[config.mk]
export PLATFORM = sky130hd
export DESIGN_NAME = gpio_bidir_port
export DESIGN_NICKNAME = d
export VERILOG_FILES = /design/src/rtl/gpio_port_pkg.sv /design/src/rtl/gpio_in_sync.sv /design/src/rtl/gpio_port_regs.sv /design/src/rtl/gpio_pin_mux.sv /design/src/rtl/gpio_bidir_port.sv
export SDC_FILE = /design/constraint.sdc
export NUM_CORES = 1
export LEC_CHECK = 0
export ABC_CLOCK_PERIOD_IN_PS = 1700
export BUFFER_PORTS_ARGS = -buffer_cell sky130_fd_sc_hd__buf_2
export CORE_ASPECT_RATIO = 2
export CORE_MARGIN = 3
export CORE_UTILIZATION = 25
export CTS_BUF_LIST = sky130_fd_sc_hd__clkbuf_2 sky130_fd_sc_hd__clkbuf_4 sky130_fd_sc_hd__clkbuf_8
export CTS_CLUSTER_SIZE = 28
export DETAILED_ROUTE_END_ITERATION = 6
export HOLD_SLACK_MARGIN = 0.15
export PLACE_DENSITY = 0.57
export SYNTH_ARGS = -nofsm -noshare
export SYNTH_HDL_FRONTEND = slang
export SYNTH_HIERARCHICAL = 1
export SYNTH_SLANG_ARGS = --single-unit
[constraint.sdc]
create_clock -name clk -period 1.7 [get_ports clk]
set_input_delay 0.255 -clock clk [delete_from_list [all_inputs] [get_ports clk]]
set_output_delay 0.255 -clock clk [all_outputs]
set_load 0.05 [all_outputs]
[src/rtl/gpio_port_pkg.sv]
package gpio_port_pkg;
    localparam int ADDR_W = 2;

    typedef enum logic [ADDR_W-1:0] {
        REG_PINS  = 2'd0,
        REG_LATCH = 2'd1,
        REG_DIR   = 2'd2,
        REG_NONE  = 2'd3
    } reg_sel_e;
endpackage

[src/rtl/gpio_in_sync.sv]
module gpio_in_sync #(
    parameter int WIDTH  = 8,
    parameter int STAGES = 2
) (
    input  logic             clk,
    input  logic             rst_n,
    input  logic [WIDTH-1:0] async_in,
    output logic [WIDTH-1:0] sync_out
);
    logic [WIDTH-1:0] stage_d [STAGES];
    logic [WIDTH-1:0] stage_q [STAGES];

    always_comb begin
        stage_d[0] = async_in;
        for (int s = 1; s < STAGES; s++) stage_d[s] = stage_q[s-1];
    end

    genvar g;
    generate
        for (g = 0; g < STAGES; g++) begin : g_stage
            always_ff @(posedge clk or negedge rst_n) begin
                if (!rst_n) stage_q[g] <= '0;
                else        stage_q[g] <= stage_d[g];
            end
        end
    endgenerate

    assign sync_out = stage_q[STAGES-1];

    generate
        if (STAGES == 2) begin : g_chk
            logic [1:0] settle_d, settle_q;
            always_comb settle_d = (settle_q == 2'd2) ? settle_q : settle_q + 2'd1;
            always_ff @(posedge clk or negedge rst_n) begin
                if (!rst_n) settle_q <= '0;
                else        settle_q <= settle_d;
            end
            AST_SYNC_DEPTH: assert property (@(posedge clk) disable iff (!rst_n)
                (settle_q == 2'd2) |-> (sync_out == $past(async_in, 2)));
        end
    endgenerate
endmodule

[src/rtl/gpio_port_regs.sv]
module gpio_port_regs
    import gpio_port_pkg::*;
#(
    parameter int WIDTH = 8
) (
    input  logic              clk,
    input  logic              rst_n,
    input  logic              bus_sel,
    input  logic              bus_wr,
    input  logic [ADDR_W-1:0] bus_addr,
    input  logic [WIDTH-1:0]  bus_wdata,
    output logic [WIDTH-1:0]  latch_q_o,
    output logic [WIDTH-1:0]  dir_q_o
);
    typedef struct packed {
        logic [WIDTH-1:0] latch;
        logic [WIDTH-1:0] dir;
    } regs_t;

    regs_t regs_d, regs_q;
    logic  wr_en;

    always_comb begin
        regs_d = regs_q;
        wr_en  = bus_sel && bus_wr;
        if (wr_en) begin
            unique case (reg_sel_e'(bus_addr))
                REG_PINS, REG_LATCH: regs_d.latch = bus_wdata;
                REG_DIR:             regs_d.dir   = bus_wdata;
                default:             ;
            endcase
        end
    end

    always_ff @(posedge clk or negedge rst_n) begin
        if (!rst_n) begin
            regs_q.latch <= '0;
            regs_q.dir   <= '1;
        end else begin
            regs_q <= regs_d;
        end
    end

    assign latch_q_o = regs_q.latch;
    assign dir_q_o   = regs_q.dir;

    AST_LATCH_WRITE: assert property (@(posedge clk) disable iff (!rst_n)
        (bus_sel && bus_wr && (bus_addr == REG_PINS || bus_addr == REG_LATCH))
        |=> (latch_q_o == $past(bus_wdata)));
    AST_DIR_WRITE: assert property (@(posedge clk) disable iff (!rst_n)
        (bus_sel && bus_wr && bus_addr == REG_DIR) |=> (dir_q_o == $past(bus_wdata)));
    AST_UNUSED_WRITE: assert property (@(posedge clk) disable iff (!rst_n)
        (bus_sel && bus_wr && bus_addr == REG_NONE) |=> ($stable(latch_q_o) && $stable(dir_q_o)));
    AST_NO_SEL_WRITE: assert property (@(posedge clk) disable iff (!rst_n)
        (!bus_sel) |=> ($stable(latch_q_o) && $stable(dir_q_o)));
endmodule

[src/rtl/gpio_pin_mux.sv]
module gpio_pin_mux #(
    parameter int WIDTH = 8
) (
    input  logic             psp_mode,
    input  logic [WIDTH-1:0] latch_q,
    input  logic [WIDTH-1:0] dir_q,
    input  logic [WIDTH-1:0] psp_dout,
    input  logic [WIDTH-1:0] psp_oe,
    output logic [WIDTH-1:0] pin_out,
    output logic [WIDTH-1:0] pin_oe
);
    genvar p;
    generate
        for (p = 0; p < WIDTH; p++) begin : g_pin
            always_comb begin
                if (psp_mode) begin
                    pin_out[p] = psp_dout[p];
                    pin_oe[p]  = psp_oe[p];
                end else begin
                    pin_out[p] = latch_q[p];
                    pin_oe[p]  = ~dir_q[p];
                end
            end
        end
    endgenerate
endmodule

[src/rtl/gpio_bidir_port.sv]
module gpio_bidir_port
    import gpio_port_pkg::*;
#(
    parameter int WIDTH       = 8,
    parameter int SYNC_STAGES = 2
) (
    input  logic              clk,
    input  logic              rst_n,
    input  logic              bus_sel,
    input  logic              bus_wr,
    input  logic [ADDR_W-1:0] bus_addr,
    input  logic [WIDTH-1:0]  bus_wdata,
    output logic [WIDTH-1:0]  bus_rdata,
    input  logic [WIDTH-1:0]  pin_in,
    output logic [WIDTH-1:0]  pin_out,
    output logic [WIDTH-1:0]  pin_oe,
    input  logic              psp_mode,
    input  logic [WIDTH-1:0]  psp_dout,
    input  logic [WIDTH-1:0]  psp_oe
);
    logic [WIDTH-1:0] latch_q, dir_q, pins_sync;
    logic             rd_en;

    gpio_in_sync #(.WIDTH(WIDTH), .STAGES(SYNC_STAGES)) i_sync (
        .clk      (clk),
        .rst_n    (rst_n),
        .async_in (pin_in),
        .sync_out (pins_sync)
    );

    gpio_port_regs #(.WIDTH(WIDTH)) i_regs (
        .clk       (clk),
        .rst_n     (rst_n),
        .bus_sel   (bus_sel),
        .bus_wr    (bus_wr),
        .bus_addr  (bus_addr),
        .bus_wdata (bus_wdata),
        .latch_q_o (latch_q),
        .dir_q_o   (dir_q)
    );

    gpio_pin_mux #(.WIDTH(WIDTH)) i_mux (
        .psp_mode (psp_mode),
        .latch_q  (latch_q),
        .dir_q    (dir_q),
        .psp_dout (psp_dout),
        .psp_oe   (psp_oe),
        .pin_out  (pin_out),
        .pin_oe   (pin_oe)
    );

    always_comb begin
        rd_en     = bus_sel && !bus_wr;
        bus_rdata = '0;
        if (rd_en) begin
            unique case (reg_sel_e'(bus_addr))
                REG_PINS:  bus_rdata = pins_sync;
                REG_LATCH: bus_rdata = latch_q;
                REG_DIR:   bus_rdata = dir_q;
                default:   bus_rdata = '0;
            endcase
        end
    end

    AST_INPUT_HIZ: assert property (@(posedge clk) disable iff (!rst_n)
        (!psp_mode) |-> ((pin_oe & dir_q) == '0));
    AST_OUTPUT_DRIVE: assert property (@(posedge clk) disable iff (!rst_n)
        (!psp_mode) |-> ((pin_oe | dir_q) == '1 && pin_out == latch_q));
    AST_PSP_HANDOVER: assert property (@(posedge clk) disable iff (!rst_n)
        psp_mode |-> (pin_out == psp_dout && pin_oe == psp_oe));
    AST_IDLE_RDATA: assert property (@(posedge clk) disable iff (!rst_n)
        (!bus_sel || bus_wr) |-> (bus_rdata == '0));
    AST_LATCH_READ: assert property (@(posedge clk) disable iff (!rst_n)
        (bus_sel && !bus_wr && bus_addr == REG_LATCH) |-> (bus_rdata == latch_q));
endmodule

==> flow_summary.json, run 1 <==
{
  "final_cell_count_no_fill": 273,
  "dp_cells": 256,
  "ir_drop_v": 0.000547,
  "diodes": 0,
  "status": "completed",
  "die_area_um2": 7410,
  "grt-ovfl-total": 0,
  "synth_top_area_share_pct": 37.8,
  "power.density_nw_per_um2": 1010,
  "gp_congestion": 0.748,
  "synthCells": 115,
  "ys_seq_area_share_pct": 51.0,
  "worst_pin_slew_ps": 707,
  "grt_pass1_wl_um": 6100,
  "r2r-end": "i_regs/latch_q_o[1]",
  "synthTopCellsByArea": "dfrtp_1 38%, mux2_2 14%, dfstp_2 13%",
  "avgRoutedWirePerCell_um": 13.5,
  "dieWidth_um": 62.4,
  "fin_skew_ps": 7.51,
  "multi_input_area_um2": 711,
  "synth_area_um2": 1590,
  "clock_path_buffers": 2,
  "r2r_start": "i_regs/latch_q_o[1]",
  "cts_max_level": 2,
  "postLayoutCoreUtil_pct": 35.8,
  "numCtsBuffers": 5,
  "drv_slew": 0,
  "fillCellCount": 655,
  "final_cell_area_um2": 2190,
  "via_per_inst": 4.18,
  "clk_latency_ps": 280,
  "setup_tns_ps": 0,
  "worstSetupEndpointType": "primary output",
  "dr.pass1.iters": 3,
  "setup_ws_ps": 56.6,
  "slew_headroom_pct": 52.8,
  "path_clk_slew_ps": 60,
  "area_growth_pct": 37.5,
  "start_util_pct": 26.0,
  "startpoint_type": "flip-flop",
  "pin_count": 63,
  "hold_path.class": "primary input to flip-flop",
  "max_freq_ghz": 0.608,
  "drive_gt1_share_pct": 67.7,
  "port_buffers": 62,
  "yosysWarningCount": 6,
  "cts_tree": "yes",
  "r2r_slack_ps": 890,
  "drc_errors": 0,
  "antenna_found_initial": 0,
  "power.leakage_nw": 0.976,
  "dpl.hpwl_um": 2940,
  "die_y_um": 119,
  "finalWirelength_um": 3690,
  "fin_crit_ps": 1640,
  "final.period_utilization_pct": 96.7,
  "power_mw": 2.20,
  "synth_fp_nets": 154,
  "yosysUniqueCellTypes": 21,
  "synth.avg_cell_area_um2": 13.8,
  "grt_pass1_vias": 1229,
  "arrival_ps": 1390,
  "drt_iter0_drc": 7,
  "synth_top_cell_by_area": "dfrtp_1",
  "cp_max_fo": 3,
  "finalHoldViolCount": 0,
  "r2r_cells": 1,
  "vias": 1141,
  "whs_ps": 211,
  "final-setup-viol-count": 0,
  "grt.total_usage_pct": 10.8,
  "maxCapViolations": 0,
  "grt_setup_unrepaired": "no",
  "final_nets": 227,
  "startpoint": "i_regs/dir_q_o[6]",
  "grt_max_degree": 33,
  "register_area_um2": 811,
  "place_ws_ps": 56.8,
  "core_um2": 6110,
  "cp-endpoint": "bus_rdata[6]",
  "required_ps": 1440,
  "place_area_um2": 1960,
  "clock-sinks": 32,
  "critical_path_class": "flip-flop to primary output",
  "root_buffer": "clkbuf_8",
  "antenna_left": 0,
  "synth_seq_cells": 32,
  "rows": 40
}
final cells by class:
type | count | area share [%]
tap | 84 | 4.81
multi-input combinational | 76 | 32.5
timing repair buffer | 73 | 21.2
clock buffer | 8 | 4.46
sequential | 32 | 37.1
layer usage:
layer / track usage, % / routed length (um) / vias up
met1: 10.2 / 1200 / 548
met5: 0 / 0 / -
met2: 20.4 / 2230 / 29
met3: 3.42 / 186 / 9
li1: - / - / 555
met4: 4.98 / 76 / 0
cell families after synthesis:
family | count (synthesis) | share of synthesized area [%]
AO/OA/AOI/OAI | 24 | 13.5
buffers and inverters | 7 | 4.33
flip-flops | 32 | 51.0
multiplexers | 24 | 17.9
AND/OR/NAND/NOR | 28 | 13.2
flip-flops by register name (all words and copies together) (netlist names):
| name | cells |
|---|---|
| i_sync/stage_d | 8 |
| i_regs/latch_q_o | 8 |
| i_sync/sync_out | 8 |
| i_regs/dir_q_o | 8 |
power breakdown:
| group | switching (mW) | internal [mW] |
|---|---|---|
| Combinational | 0.373 | 0.236 |
| Clock | 0.257 | 0.361 |
| Sequential | 0.0817 | 0.892 |
| Total | 0.712 | 1.49 |
worst min path at each step:
stage	cells past startpoint	end	slack, ps	start
floorplan	0	i_regs/latch_q_o[0]	-40	rst_n
global placement	0	i_sync/sync_out[4]	330	i_sync/stage_d[4]
detailed placement	0	i_sync/sync_out[1]	330	i_sync/stage_d[1]
CTS	2	i_regs/latch_q_o[4]	200	bus_wdata[4]
global route	2	i_regs/latch_q_o[4]	210	bus_wdata[4]
finish	2	i_regs/latch_q_o[4]	210	bus_wdata[4]
timing repair:
| action | 4_1_cts | 5_1_grt |
|---|---|---|
| buffers inserted | 0 | 0 |
| endpoints found under the setup margin | 7 | 5 |
| hold buffers | 9 | 0 |
| pin swaps | 0 | 3 |
| gates resized for setup | 8 | 4 |
| hold endpoints to repair | 32 | 0 |
cell usage in the layout (no fill, tap or decap):
cell type / instances
mux2_4: 4
nand2_4: 1
nand2b_2: 6
nand2_1: 8
clkbuf_8: 6
mux2_2: 20
dlygate4sd3_1: 9
o21ai_0: 6
nand4b_2: 1
nor2b_1: 5
buf_4: 4
buf_6: 4
a211oi_1: 5
nand3b_4: 1
buf_12: 1
o21ai_1: 2
nor2b_2: 3
dfrtp_1: 24
nand3b_2: 1
dfstp_2: 8
a211oi_2: 11
clkbuf_4: 3
buf_2: 54
nand2b_1: 2
synthesized netlist by cell type (all sizes together):
master	number
nand4b	1
nand3b	2
nand2	9
nor2b	8
dfrtp	24
o21ai	8
nand2b	8
a211oi	16
dfstp	8
mux2	24
buf	6
clkbuf	1
critical path, cell delays in order (launching register included):
cell	delay (ps)
dfstp_2	550
a211oi_2	70
a211oi_2	250
buf_4	230
Power figures use the tool's default switching activity.
==> inputs of run 2 (changes only) <==
ABC_AREA = 1   (was unset)
CORE_UTILIZATION = 53   (was 25)
PLACE_DENSITY = 0.95   (was 0.57)
==> flow_summary.json, run 2 <==
{
  "status": "completed",
  "hold_path.class": "primary input to flip-flop",
  "grtUsageMet2_pct": 41.8,
  "r2r-end": "i_regs/dir_q_o[2]",
  "drc_errors": 0,
  "grt_use_met1_pct": 25.2,
  "final_cell_mix": "89 x nand2_1, 59 x buf_2, 32 x nand3_1",
  "grt-ovfl-total": 0,
  "worstHoldEndpoint": "i_regs/latch_q_o[4]",
  "grt_max_degree": 33,
  "setup_ws_ps": 80.9,
  "finalWirelength_um": 3830,
  "clock-sinks": 32,
  "cts_max_level": 2,
  "numCtsBuffers": 5,
  "maxCapViolations": 0,
  "dpl.hpwl_um": 2790,
  "avgRoutedWirePerCell_um": 13.3,
  "place_area_um2": 1830,
  "dp_cells": 271,
  "min_from": "bus_wdata[4]",
  "clk_latency_ps": 280,
  "power.leakage_nw": 1.17,
  "drt_iter0_drc": 69,
  "vias": 1493,
  "final-setup-viol-count": 0,
  "grt_setup_unrepaired": "no",
  "dieWidth_um": 43.9,
  "dr.pass1.iters": 4,
  "power.density_nw_per_um2": 1020,
  "synth_fp_nets": 224,
  "synth_top_cell_by_area": "dfrtp_1",
  "final_nets": 298,
  "grt.total_usage_pct": 24.2,
  "worst_pin_slew_ps": 675,
  "cp_max_fo": 3,
  "fin_skew_ps": 1.26,
  "whs_ps": 190,
  "synthCells": 185,
  "final.period_utilization_pct": 95.2,
  "synth_seq_cells": 32,
  "yosysMostFrequentCell": "nand2_1",
  "worstSetupEndpointType": "primary output",
  "finalHoldViolCount": 0,
  "gp_congestion": 0.983,
  "max_freq_ghz": 0.618,
  "final_cell_count_no_fill": 288,
  "synth.top_cells.by_count": "89 x nand2_1, 32 x nand3_1, 24 x dfrtp_1",
  "diodes": 0,
  "mostFrequentLayoutCell": "nand2_1",
  "ys_seq_area_share_pct": 53.2,
  "final_cell_area_um2": 2020,
  "ir_drop_v": 0.00109,
  "drv_slew": 0,
  "synth_area_um2": 1520,
  "synth_top_flop_cell": "dfrtp_1",
  "drive_gt1_share_pct": 34.2,
  "slew_headroom_pct": 55.0,
  "startpoint_type": "flip-flop",
  "yosysWarningCount": 6,
  "port_buffers": 62,
  "grtUsageMet3_pct": 5.04,
  "power_mw": 2.06,
  "via_per_inst": 5.18,
  "r2r_start": "i_regs/dir_q_o[2]",
  "synth-async-reset-ratio_pct": 100,
  "grt_pass1_vias": 1406,
  "fin_crit_ps": 1620,
  "register_area_um2": 811,
  "synth.avg_cell_area_um2": 8.23,
  "pin_count": 63,
  "fillCellCount": 217,
  "die_y_um": 81.8,
  "synth_edf_count": 0,
  "path_clk_slew_ps": 60,
  "place_ws_ps": 277,
  "holdPathStages": 3,
  "clock_path_buffers": 2,
  "die_area_um2": 3590,
  "antenna_left": 0,
  "synthTopCellsByArea": "dfrtp_1 39%, nand2_1 22%, dfstp_2 14%",
  "core_um2": 2640,
  "required_ps": 1440,
  "cts_tree": "yes",
  "multi_input_area_um2": 618,
  "synth_top_area_share_pct": 39.4,
  "rows": 26,
  "top_usage_layer": "met2",
  "arrival_ps": 1360,
  "grt_pass1_wl_um": 6200,
  "r2r_slack_ps": 940,
  "root_buffer": "clkbuf_8",
  "area_growth_pct": 32.5,
  "yosysUniqueCellTypes": 14,
  "start_util_pct": 57.8,
  "setup_tns_ps": 0,
  "critical_path_class": "flip-flop to primary output",
  "postLayoutCoreUtil_pct": 76.5,
  "r2r_cells": 2,
  "antenna_found_initial": 0
}
==> run 2: worst max-delay path by stage <==
| stage | start | to | slack, ps |
|---|---|---|---|
| 6_report | i_regs/dir_q_o[7] | bus_rdata[7] | 80 |
| 5_1_grt | i_regs/dir_q_o[6] | bus_rdata[6] | 1 |
| 4_1_cts | i_regs/dir_q_o[0] | bus_rdata[0] | 70 |
| 3_5_place_dp | bus_addr[0] | bus_rdata[4] | 280 |
| 3_3_place_gp | bus_addr[0] | bus_rdata[4] | 300 |
| 2_1_floorplan | psp_mode | pin_oe[4] | -30 |
==> run 2: final cells by class <==
type	count	area share, %
Multi-Input combinational cell	135	30.6
Timing Repair Buffer	71	20.2
Clock inverter	2	0.496
Clock buffer	6	4.09
Tap cell	28	1.74
Sequential cell	32	40.2
Inverter	14	2.61
==> run 2: what timing repair did <==
action | in CTS | in global routing
setup buffers | 0 | 0
endpoints found under the hold margin | 32 | 0
hold buffers | 9 | 0
gates resized for setup | 0 | 3
endpoints found under the setup margin | 0 | 3
==> run 2: cell families (layout without fill, tap and decap cells) <==
kind of cell	after synthesis	count (layout)	share of synthesized area [%]
and+or+nand+nor	127	127	37.7
DFF	32	32	53.2
buffers and inverters	18	93	6.16
AOI/OAI and AO/OA	8	8	2.88
==> run 2: layer usage <==
metal | vias to the layer above | wire (um)
met5 | - | 0
met4 | 0 | 153
met3 | 15 | 336
met2 | 82 | 2070
met1 | 666 | 1280
li1 | 730 | -
==> run 2: critical path, stage by stage, from the launching register on <==
cell and delay [ps]:
dfstp_2 560, nand3_1 80, nand3_1 100, nand2_1 50
inv_1 50, buf_2 250
==> run 2: power by group <==
group / total (mW) / internal [mW] / switching (mW)
combinational: 0.524 / 0.153 / 0.371
sequential: 0.956 / 0.875 / 0.0808
clock: 0.583 / 0.322 / 0.261
==> inputs of run 3 (changes only) <==
ABC_CLOCK_PERIOD_IN_PS = unset   (was 1700)
CORE_ASPECT_RATIO = 0.8   (was 2)
==> flow_summary.json, run 3 (synthesized netlist as in run 2, its figures left out) <==
{
  "status": "completed",
  "arrival_ps": 1430,
  "vias": 1709,
  "worst_pin_slew_ps": 677,
  "clock-sinks": 32,
  "clk_latency_ps": 350,
  "core_um2": 2580,
  "cts_tree": "yes",
  "worstSetupEndpointType": "primary output",
  "numCtsBuffers": 5,
  "final.period_utilization_pct": 99.2,
  "power.leakage_nw": 1.24,
  "via_per_inst": 5.51,
  "maxCapViolations": 0,
  "final_cell_area_um2": 2210,
  "area_growth_pct": 45.2,
  "die_y_um": 53.9,
  "drc_errors": 0,
  "startpoint_type": "flip-flop",
  "clock_path_buffers": 2,
  "start_util_pct": 59.0,
  "dpl.hpwl_um": 2960,
  "cts_max_level": 2,
  "max_freq_ghz": 0.593,
  "grt_max_degree": 33,
  "avgRoutedWirePerCell_um": 16.4,
  "root_buffer": "clkbuf_4",
  "fin_crit_ps": 1690,
  "critical_path_class": "flip-flop to primary output",
  "power.density_nw_per_um2": 971,
  "drv_slew": 0,
  "grt-ovfl-total": 0,
  "finalWirelength_um": 5080,
  "grt_pass1_vias": 1572,
  "gp_congestion": 0.874,
  "port_buffers": 62,
  "dieWidth_um": 65.9,
  "final_cell_mix": "89 x nand2_1, 54 x buf_2, 26 x nand3_1",
  "slew_headroom_pct": 54.9,
  "dr.pass1.iters": 5,
  "drt_iter0_drc": 163,
  "finalHoldViolCount": 0,
  "mostFrequentLayoutCell": "nand2_1",
  "grt.total_usage_pct": 27.7,
  "ir_drop_v": 0.000616,
  "place_area_um2": 1840,
  "antenna_found_initial": 0,
  "drive_gt1_share_pct": 37.4,
  "die_area_um2": 3560,
  "antenna_left": 0,
  "path_clk_slew_ps": 110,
  "fin_skew_ps": 7.01,
  "grt_pass1_wl_um": 6980,
  "required_ps": 1440,
  "postLayoutCoreUtil_pct": 85.6,
  "hold_path.class": "flip-flop to flip-flop",
  "final-setup-viol-count": 0,
  "whs_ps": 356,
  "pin_count": 63,
  "rows": 16,
  "final_nets": 311,
  "cp_max_fo": 3
}
run 3: final timing paths:
kind / startpoint / to / slack [ps] / cells past startpoint
worst min-delay path: i_sync/stage_d[4] / i_sync/sync_out[4] / 360 / 0
min in group asynchronous: rst_n / i_sync/sync_out[3] / 460 / 2
worst max register to register: i_regs/dir_q_o[0] / i_regs/dir_q_o[0] / 830 / 3
worst max-delay path: i_regs/dir_q_o[0] / bus_rdata[0] / 10 / 5
max in group asynchronous: rst_n / i_regs/latch_q_o[6] / 800 / 2
worst min register to register: i_sync/stage_d[4] / i_sync/sync_out[4] / 360 / 0
run 3: timing repair:
| item | CTS | global route |
|---|---|---|
| endpoints found under the hold margin | 46 | 0 |
| hold buffers | 17 | 0 |
| buffers inserted | 0 | 5 |
| resized for setup | 8 | 17 |
| pin swaps | 0 | 6 |
| endpoints found under the setup margin | 8 | 8 |
run 3: routing by layer:
| metal | routed length, um | global-route usage (%) | vias up |
|---|---|---|---|
| li1 | - | - | 756 |
| met1 | 1750 | 31.6 | 786 |
| met2 | 2530 | 46.4 | 130 |
| met3 | 504 | 8.77 | 37 |
| met4 | 296 | 16.6 | 0 |
| met5 | 0 | 0 | - |
run 3: final cells by class:
| type | instances | area (um2) |
|---|---|---|
| well taps | 36 | 45.0 |
| clock inverters | 3 | 42.5 |
| fillers | 138 | 372 |
| diodes | 1 | 2.50 |
| repair buffers | 84 | 572 |
| flip-flops and latches | 32 | 811 |
| multi-input cells | 135 | 648 |
| clock buffers | 5 | 37.5 |
| inverters | 14 | 52.6 |
run 3: critical path, cell delays in order, from the launching register on:
cell and delay, ps:
dfstp_2 590, nand3_2 100, nand3_2 80, nand2_1 50, inv_1 90, buf_6 170
run 3: metrics by stage:
step	setup slack [ps]	cells	total power [mW]	TNS (ps)
4_1_cts	1.17	304	2.08	0
5_1_grt	-68.0	309	2.25	-192
2_1_floorplan	-32.1	185	1.30	-64.2
3_3_place_gp	293	279	1.45	0
3_5_place_dp	238	279	1.47	0
6_report	14.3	310	2.15	0
run 3: where the power goes:
| group | leakage, nW | switching (mW) | internal, mW |
|---|---|---|---|
| combinational | 0.833 | 0.414 | 0.204 |
| clock | 0.0412 | 0.270 | 0.306 |
| sequential | 0.370 | 0.0783 | 0.874 |
